[src/rtl/pser_pkg.sv]
package pser_pkg;

    // Serial rate selection
    typedef enum logic {
        RATE_SINGLE = 1'b0,
        RATE_DOUBLE = 1'b1
    } rate_e;

endpackage

[src/rtl/pser_gate.sv]
// Falling-edge control flops: release of clear and suspend sampling.
module pser_gate (
    input  logic clk,
    input  logic sync_rst,
    input  logic hold_req,
    output logic run_o,
    output logic adv_o
);

    typedef struct packed {
        logic run;
        logic act;
    } gate_t;

    gate_t gate_d, gate_q;

    always_comb begin
        gate_d     = gate_q;
        gate_d.run = 1'b1;
        gate_d.act = ~hold_req;
    end

    always_ff @(negedge clk or posedge sync_rst) begin
        if (sync_rst) begin
            gate_q <= '0;
        end else begin
            gate_q <= gate_d;
        end
    end

    assign run_o = gate_q.run;
    assign adv_o = gate_q.run & gate_q.act;

endmodule

[src/rtl/pser_core.sv]
// Rising-edge word path: bit counter, word stages, shift register, DDR pair.
module pser_core
    import pser_pkg::*;
#(
    parameter int WORD_W = 8
) (
    input  logic                          clk,
    input  logic                          sync_rst,
    input  rate_e                         rate,
    input  logic                          adv,
    input  logic [WORD_W-1:0]             par_data,
    output logic                          lsb_o,
    output logic [$clog2(WORD_W)-1:0]     cnt_o,
    output logic [1:0]                    pair_o,
    output logic                          frame_o
);

    localparam int CNT_W   = $clog2(WORD_W);
    localparam int HALF    = WORD_W / 2;
    localparam int DR_LAT  = 2 * (WORD_W - 1);
    localparam int NSTG    = (DR_LAT - 1) / HALF + 1;

    localparam logic [CNT_W-1:0] SR_LAST    = CNT_W'(WORD_W - 1);
    localparam logic [CNT_W-1:0] DR_LAST    = CNT_W'(HALF - 1);
    localparam logic [CNT_W-1:0] SR_CAP     = CNT_W'(0);
    localparam logic [CNT_W-1:0] SR_LOAD    = CNT_W'(WORD_W - 2);
    localparam logic [CNT_W-1:0] DR_CAP     = CNT_W'(1);
    localparam logic [CNT_W-1:0] DR_LOAD    = CNT_W'(DR_LAT % HALF);
    localparam logic [CNT_W-1:0] DR_LOAD_P1 = CNT_W'(((DR_LAT % HALF) + 1) % HALF);

    typedef struct packed {
        logic [CNT_W-1:0]             cnt;
        logic [NSTG-1:0][WORD_W-1:0]  stg;
        logic [WORD_W-1:0]            sh;
        logic [1:0]                   pair;
        logic                         frm;
    } core_t;

    core_t core_d, core_q;
    logic [CNT_W-1:0] wrap_at;

    assign wrap_at = (rate == RATE_DOUBLE) ? DR_LAST : SR_LAST;

    always_comb begin
        core_d = core_q;
        if (adv) begin
            core_d.cnt = (core_q.cnt == wrap_at) ? '0 : core_q.cnt + 1'b1;
            if (rate == RATE_SINGLE) begin
                if (core_q.cnt == SR_CAP) begin
                    core_d.stg[0] = par_data;
                end
                if (core_q.cnt == SR_LOAD) begin
                    core_d.sh = core_q.stg[0];
                end else begin
                    core_d.sh = core_q.sh >> 1;
                end
                core_d.pair = '0;
                core_d.frm  = 1'b0;
            end else begin
                if (core_q.cnt == DR_CAP) begin
                    core_d.stg[0] = par_data;
                    for (int s = 1; s < NSTG; s++) begin
                        core_d.stg[s] = core_q.stg[s-1];
                    end
                end
                if (core_q.cnt == DR_LOAD) begin
                    core_d.pair = core_q.stg[NSTG-1][1:0];
                    core_d.sh   = core_q.stg[NSTG-1] >> 2;
                end else begin
                    core_d.pair = core_q.sh[1:0];
                    core_d.sh   = core_q.sh >> 2;
                end
                core_d.frm = (core_q.cnt == DR_LOAD) || (core_q.cnt == DR_LOAD_P1);
            end
        end
    end

    always_ff @(posedge clk or posedge sync_rst) begin
        if (sync_rst) begin
            core_q <= '0;
        end else begin
            core_q <= core_d;
        end
    end

    assign lsb_o   = core_q.sh[0];
    assign cnt_o   = core_q.cnt;
    assign pair_o  = core_q.pair;
    assign frame_o = core_q.frm;

endmodule

[src/rtl/pser_neg_out.sv]
// Falling-edge retiming of the single-rate bit and its frame clock.
module pser_neg_out
    import pser_pkg::*;
#(
    parameter int WORD_W = 8
) (
    input  logic                      clk,
    input  logic                      sync_rst,
    input  logic                      run,
    input  rate_e                     rate,
    input  logic                      lsb,
    input  logic [$clog2(WORD_W)-1:0] cnt,
    output logic                      ser_o,
    output logic                      frame_o
);

    localparam int CNT_W = $clog2(WORD_W);
    localparam logic [CNT_W-1:0] SR_LAST  = CNT_W'(WORD_W - 1);
    localparam logic [CNT_W-1:0] FRM_LAST = CNT_W'(WORD_W / 2 - 1);

    typedef struct packed {
        logic ser;
        logic frm;
    } nout_t;

    nout_t nout_d, nout_q;

    always_comb begin
        nout_d = nout_q;
        if (run) begin
            if (rate == RATE_SINGLE) begin
                nout_d.ser = lsb;
                // high while bits 0..HALF-1 of the word are on the line
                nout_d.frm = (cnt == SR_LAST) || (cnt < FRM_LAST);
            end else begin
                nout_d.ser = 1'b0;
                nout_d.frm = 1'b0;
            end
        end
    end

    always_ff @(negedge clk or posedge sync_rst) begin
        if (sync_rst) begin
            nout_q <= '0;
        end else begin
            nout_q <= nout_d;
        end
    end

    assign ser_o   = nout_q.ser;
    assign frame_o = nout_q.frm;

endmodule

[src/rtl/pser_serializer.sv]
// Parallel-to-serial word serializer, single- or double-rate.
module pser_serializer
    import pser_pkg::*;
#(
    parameter int WORD_W = 8
) (
    input  logic              clk,
    input  logic              sync_rst,
    input  logic              rate_dbl,
    input  logic              hold_req,
    input  logic [WORD_W-1:0] par_data,
    output logic              ser_out,
    output logic [1:0]        ser_pair,
    output logic              frame_clk
);

    localparam int CNT_W = $clog2(WORD_W);

    rate_e            rate;
    logic             run;
    logic             adv;
    logic             core_lsb;
    logic [CNT_W-1:0] core_cnt;
    logic             frame_dr;
    logic             frame_sr;

    assign rate = rate_e'(rate_dbl);

    pser_gate u_gate (
        .clk      (clk),
        .sync_rst (sync_rst),
        .hold_req (hold_req),
        .run_o    (run),
        .adv_o    (adv)
    );

    pser_core #(.WORD_W(WORD_W)) u_core (
        .clk      (clk),
        .sync_rst (sync_rst),
        .rate     (rate),
        .adv      (adv),
        .par_data (par_data),
        .lsb_o    (core_lsb),
        .cnt_o    (core_cnt),
        .pair_o   (ser_pair),
        .frame_o  (frame_dr)
    );

    pser_neg_out #(.WORD_W(WORD_W)) u_nout (
        .clk      (clk),
        .sync_rst (sync_rst),
        .run      (run),
        .rate     (rate),
        .lsb      (core_lsb),
        .cnt      (core_cnt),
        .ser_o    (ser_out),
        .frame_o  (frame_sr)
    );

    assign frame_clk = (rate == RATE_DOUBLE) ? frame_dr : frame_sr;

endmodule

[config.mk]
export PLATFORM = sky130hd
export DESIGN_NAME = pser_serializer
export DESIGN_NICKNAME = d
export VERILOG_FILES = /design/src/rtl/pser_pkg.sv /design/src/rtl/pser_gate.sv /design/src/rtl/pser_core.sv /design/src/rtl/pser_neg_out.sv /design/src/rtl/pser_serializer.sv
export SDC_FILE = /design/constraint.sdc
export NUM_CORES = 1
export LEC_CHECK = 0
export BUFFER_PORTS_ARGS = -buffer_cell sky130_fd_sc_hd__buf_2
export CORE_ASPECT_RATIO = 1.25
export CORE_MARGIN = 2
export CORE_UTILIZATION = 50
export DETAILED_ROUTE_END_ITERATION = 16
export HOLD_SLACK_MARGIN = 0.1
export PLACE_DENSITY = 0.7
export SYNTH_ARGS = -nofsm -noshare
export SYNTH_HDL_FRONTEND = slang
export SYNTH_SLANG_ARGS = --single-unit
[constraint.sdc]
create_clock -name clk -period 4.7 [get_ports clk]
set_clock_uncertainty 0.2 [all_clocks]
set_input_delay 0.705 -clock clk [delete_from_list [all_inputs] [get_ports clk]]
set_output_delay 0.705 -clock clk [all_outputs]
set_load 0.02 [all_outputs]
* Word level (Yosys, flattened, before mapping)
Index checks and enable logic that the tools add are counted.
** Operators by class
- Add/sub/neg operators :: 1
- Bitwise gates (word level) :: 2
- Equal/unequal tests :: 7
- $lt $le $gt $ge :: 1
- Reduce and logical (&&, ||, !) cells :: 6
- Muxes and demuxes :: 9
** Operators with widths (count)
- 2-to-1 mux 8 bit :: 4
- 2-to-1 mux 19 bit :: 1
- equality test 3 x 2 -> 1 bit (second input constant) :: 2
- equality test 3 bit (second input constant) :: 2
- 2-to-1 mux 3 bit :: 2
- AND reduction 3 bit :: 2
- adder 3 x 1 -> 3 bit (second input constant) :: 1
- equality test 3 x 1 -> 1 bit (second input constant) :: 1
- equality test 3 bit :: 1
- logical NOT 3 bit :: 1
- less-than comparator 3 x 2 -> 1 bit (second input constant) :: 1
- logical OR 1 bit :: 2
- 2-to-1 mux 2 bit :: 1
- inequality test 2 x 1 -> 1 bit (second input constant) :: 1
- nonzero test 2 bit :: 1
- AND 1 bit :: 1
- 2-to-1 mux 1 bit :: 1
- NOT 1 bit :: 1
** Word-level totals
- Register bits after elaboration :: 50
- Word-level logic and storage cells :: 38
- Output and inout port bits :: 4

* Logic depth before layout (Yosys ltp)
- Depth in word-level cells :: 3
- Gate-level depth with buffers :: 6
- Depth with buffers taken out :: 5

* Modules after synthesis
From an unflattened synthesis, not the netlist that was laid out.
** Second synthesis, totals
- Cell total of the unflattened synthesis :: 167
- Area, all modules :: 2249.7 µm²
** Modules (own cells, without submodules)
- pser_core :: area an instance 2064.5 µm², cells an instance 149, times used 1
- pser_neg_out :: area an instance 102.6 µm², cells an instance 11, times used 1
- pser_gate :: area an instance 67.6 µm², cells an instance 6, times used 1
- pser_serializer :: area an instance 15.0 µm², cells an instance 1, times used 1

==> run metrics <==
M1 GR Usage 20.5%; fillcell total 362; Worst setup EP type primary output; Setup TNS 0 ns; largest net degree at the start of global routing 30; NetSw 0.361 mW; gr busiest metal met2; Avg Vias per Cell 5.42; clock tree buffer depth 2; Placed Cells 228; outcome completed; Synth warnings 0; Seq pwr share 52.5%; CP required 3.80 ns; TritonCTS Buffers 5; initial cell density of the core 51.3%; Worst Path Buf+Inv 1; fin cells 236; max_slew headroom 63.9%; worst skew pair latency 0.30 ns; max incr delay on CP 0.35 ns; post-synth cell types 31; Syn Inst Count 163; FP Rows 27; met3 Resource Use GR 2.97%; placer's final routability congestion estimate 0.811; min-delay worst type input pin to asynchronous set/reset pin; Synth Register Bits 50; Final setup viols 0; GRT overflow 0; wire per inst 15.5 um; half-perimeter wire length after detailed placement 2.55 mm; fin. max-slew vios 0; Die X 63.8 um; Pleak 1.25 nW; total of max-cap violations 0; # diodes 0; die area 5030 sq um; DR vias 1280; synth top area cells dfrtp_1 (51%), mux2_2 (18%), mux2i_1 (7.2%); final hold violation count 0; # Post-CTS Setup Buffers 0; logic gate share of total power 24.3%; H-tree levels 2; top cell type's share of synthesized area 51.5%; first-pass GRT wire length 6.40 mm; Synth-to-Final Area Change 8.72%; Port Buffers 15; Worst Setup Start Kind flip-flop; total length of routed wires 3.66 mm; DRT iter0 DRCs 93; GR Layer Usage met2 28.7%; CTS tree yes; internal power 0.884 mW; CTS Hold Bufs 0; post-cts sizing count 0; Max IR drop VDD 0.000310 V; share of layout cells above drive strength 1 36.5%; Die Span Y 78.8 um; largest area contributor in the netlist dfrtp_1; Synth Area per Inst 13.7 sq um; Critical Path Fanout Max 2; core area 4360 sq um; Worst path slowest cell dfrtn_1; sw frac 29.0%; syn nets 179; synthesized area 2240 sq um; Cell Chain, Critical Path mux2_2, buf_2; post-route ant nets 0; Crit Path Class flip-flop to primary output; RSZ-0062 raised after global routing no; Nets 193; Root Buffer clkbuf_8; TritonCTS Sinks 50; DRC viols 0; sequential share of the synthesized area 55.9%; # IOs 16; Clk network pwr share 23.2%; Reg clk slew, reported paths 0.08 ns; drt pass-1 iters 4; Slew @ Worst Pin 0.541 ns; Pwr per Cell Area 512 nW/um^2; initial antenna violation count 0; total power 1.25 mW; vias in the first global route 1380; All-Layer GR Usage 16.5%; Top Family by Delay on Critical Path flip-flops; Worst Path Arrival 3.42 ns
flip-flops by register name, indices dropped and copies added, names as in the netlist:
register and flops:
u_core.cnt_o 3, u_core.core_q 39, u_core.frame_o 1, u_core.lsb_o 1
u_core.pair_o 2, u_gate.gate_q 1, u_gate.run_o 1, u_nout.frame_o 1
u_nout.ser_o 1
per-layer routing:
layer	wire length, um	up-vias
met1	1600	659
met2	1940	14
met3	77	6
met4	44	0
met5	0	-
li1	-	601
cells in the mapped netlist:
cell type / number
a211oi_1: 1
a21o_1: 2
a21oi_1: 1
a22o_1: 1
buf_2: 2
buf_4: 3
buf_6: 3
clkbuf_1: 2
conb_1: 1
dfrtn_1: 4
dfrtp_1: 46
ha_1: 4
inv_1: 6
mux2_2: 35
mux2_4: 1
mux2i_1: 16
nand2_1: 13
nand2_2: 1
nand2b_1: 1
nand3_1: 2
nand4_4: 1
nor2_1: 1
nor2b_1: 1
nor2b_4: 1
nor3_4: 1
o21ai_0: 3
o221ai_1: 6
o22ai_1: 1
o41ai_1: 1
or2_2: 1
xor2_1: 1
per-stage QoR:
stage | hold WS, ns | setup slack (ns) | instance area, sq um | utilization, %
after CTS | 0.231 | 0.366 | 2430 | 55.8
after global placement | 0.255 | 0.593 | 2330 | 53.4
after floorplan | 0.237 | 0.342 | 2240 | -
after global routing | 0.250 | 0.351 | 2430 | 55.8
final | 0.212 | 0.371 | 2430 | 55.8
after detailed placement | 0.276 | 0.560 | 2330 | 53.4
area by class of cell:
| cell class | count | area, sq um | share of cell area, % |
|---|---|---|---|
| inverters | 6 | 22.5 | 0.926 |
| repair buffers | 17 | 90.1 | 3.70 |
| flip-flops and latches | 50 | 1250 | 51.4 |
| multi-input cells | 97 | 890 | 36.6 |
| clock inverters | 1 | 30.0 | 1.23 |
| well taps | 58 | 72.6 | 2.98 |
| clock buffers | 7 | 76.3 | 3.14 |
power groups by stage:
stage | logic [mW] | registers, mW | clock network (mW)
after CTS | 0.308 | 0.655 | 0.298
after detailed placement | 0.306 | 0.665 | 0
after global placement | 0.288 | 0.656 | 0
after floorplan | 0.274 | 0.624 | 0
after global routing | 0.338 | 0.674 | 0.315
final | 0.303 | 0.654 | 0.289
final timing paths:
kind | from | end | slack, ns | cells past startpoint
max in group asynchronous | sync_rst | u_nout.ser_o | 1.52 | 2
worst min register to register | u_nout.frame_o | u_nout.frame_o | 0.28 | 1
worst max-delay path | u_nout.frame_o | frame_clk | 0.37 | 2
worst max register to register | u_gate.run_o | u_core.core_q[8] | 0.56 | 4
worst min-delay path | sync_rst | u_core.core_q[5] | 0.21 | 2
min in group clk | u_nout.frame_o | u_nout.frame_o | 0.28 | 1
logic make-up (layout without fill, tap and decap cells):
group | count (synthesis) | count (layout) | synth area share (%)
buffers and inverters | 16 | 31 | 4.31
flip-flops | 50 | 50 | 55.9
adder cells (fa/ha/maj) | 4 | 4 | 2.24
AO/OA/AOI/OAI | 16 | 16 | 5.31
AND/OR/NAND/NOR | 23 | 23 | 6.21
multiplexers | 52 | 52 | 25.4
other | 1 | 1 | 0.168
XOR/XNOR | 1 | 1 | 0.392
cell usage in the layout (no fill, tap or decap):
cell type,synthesis,routed
conb_1,1,1
nor3_4,1,1
nor2_1,1,1
dfrtp_1,46,46
mux2_2,35,35
mux2i_1,16,16
clkbuf_8,0,5
buf_2,2,15
o22ai_1,1,1
nand4_4,1,1
ha_1,4,4
a211oi_1,1,1
inv_2,0,1
inv_1,6,5
mux2_4,1,1
bufinv_16,0,1
clkbuf_1,2,2
o41ai_1,1,1
a21oi_1,1,1
nor2b_1,1,1
a21o_1,2,2
or2_2,1,1
nand2_2,1,1
dfrtn_1,4,4
nand3_1,2,2
a22o_1,1,1
xor2_1,1,1
nand2_1,13,13
o21ai_0,3,3
o221ai_1,6,6
buf_4,3,2
nor2b_4,1,1
nand2b_1,1,1
(Power assumes the default switching activity.)
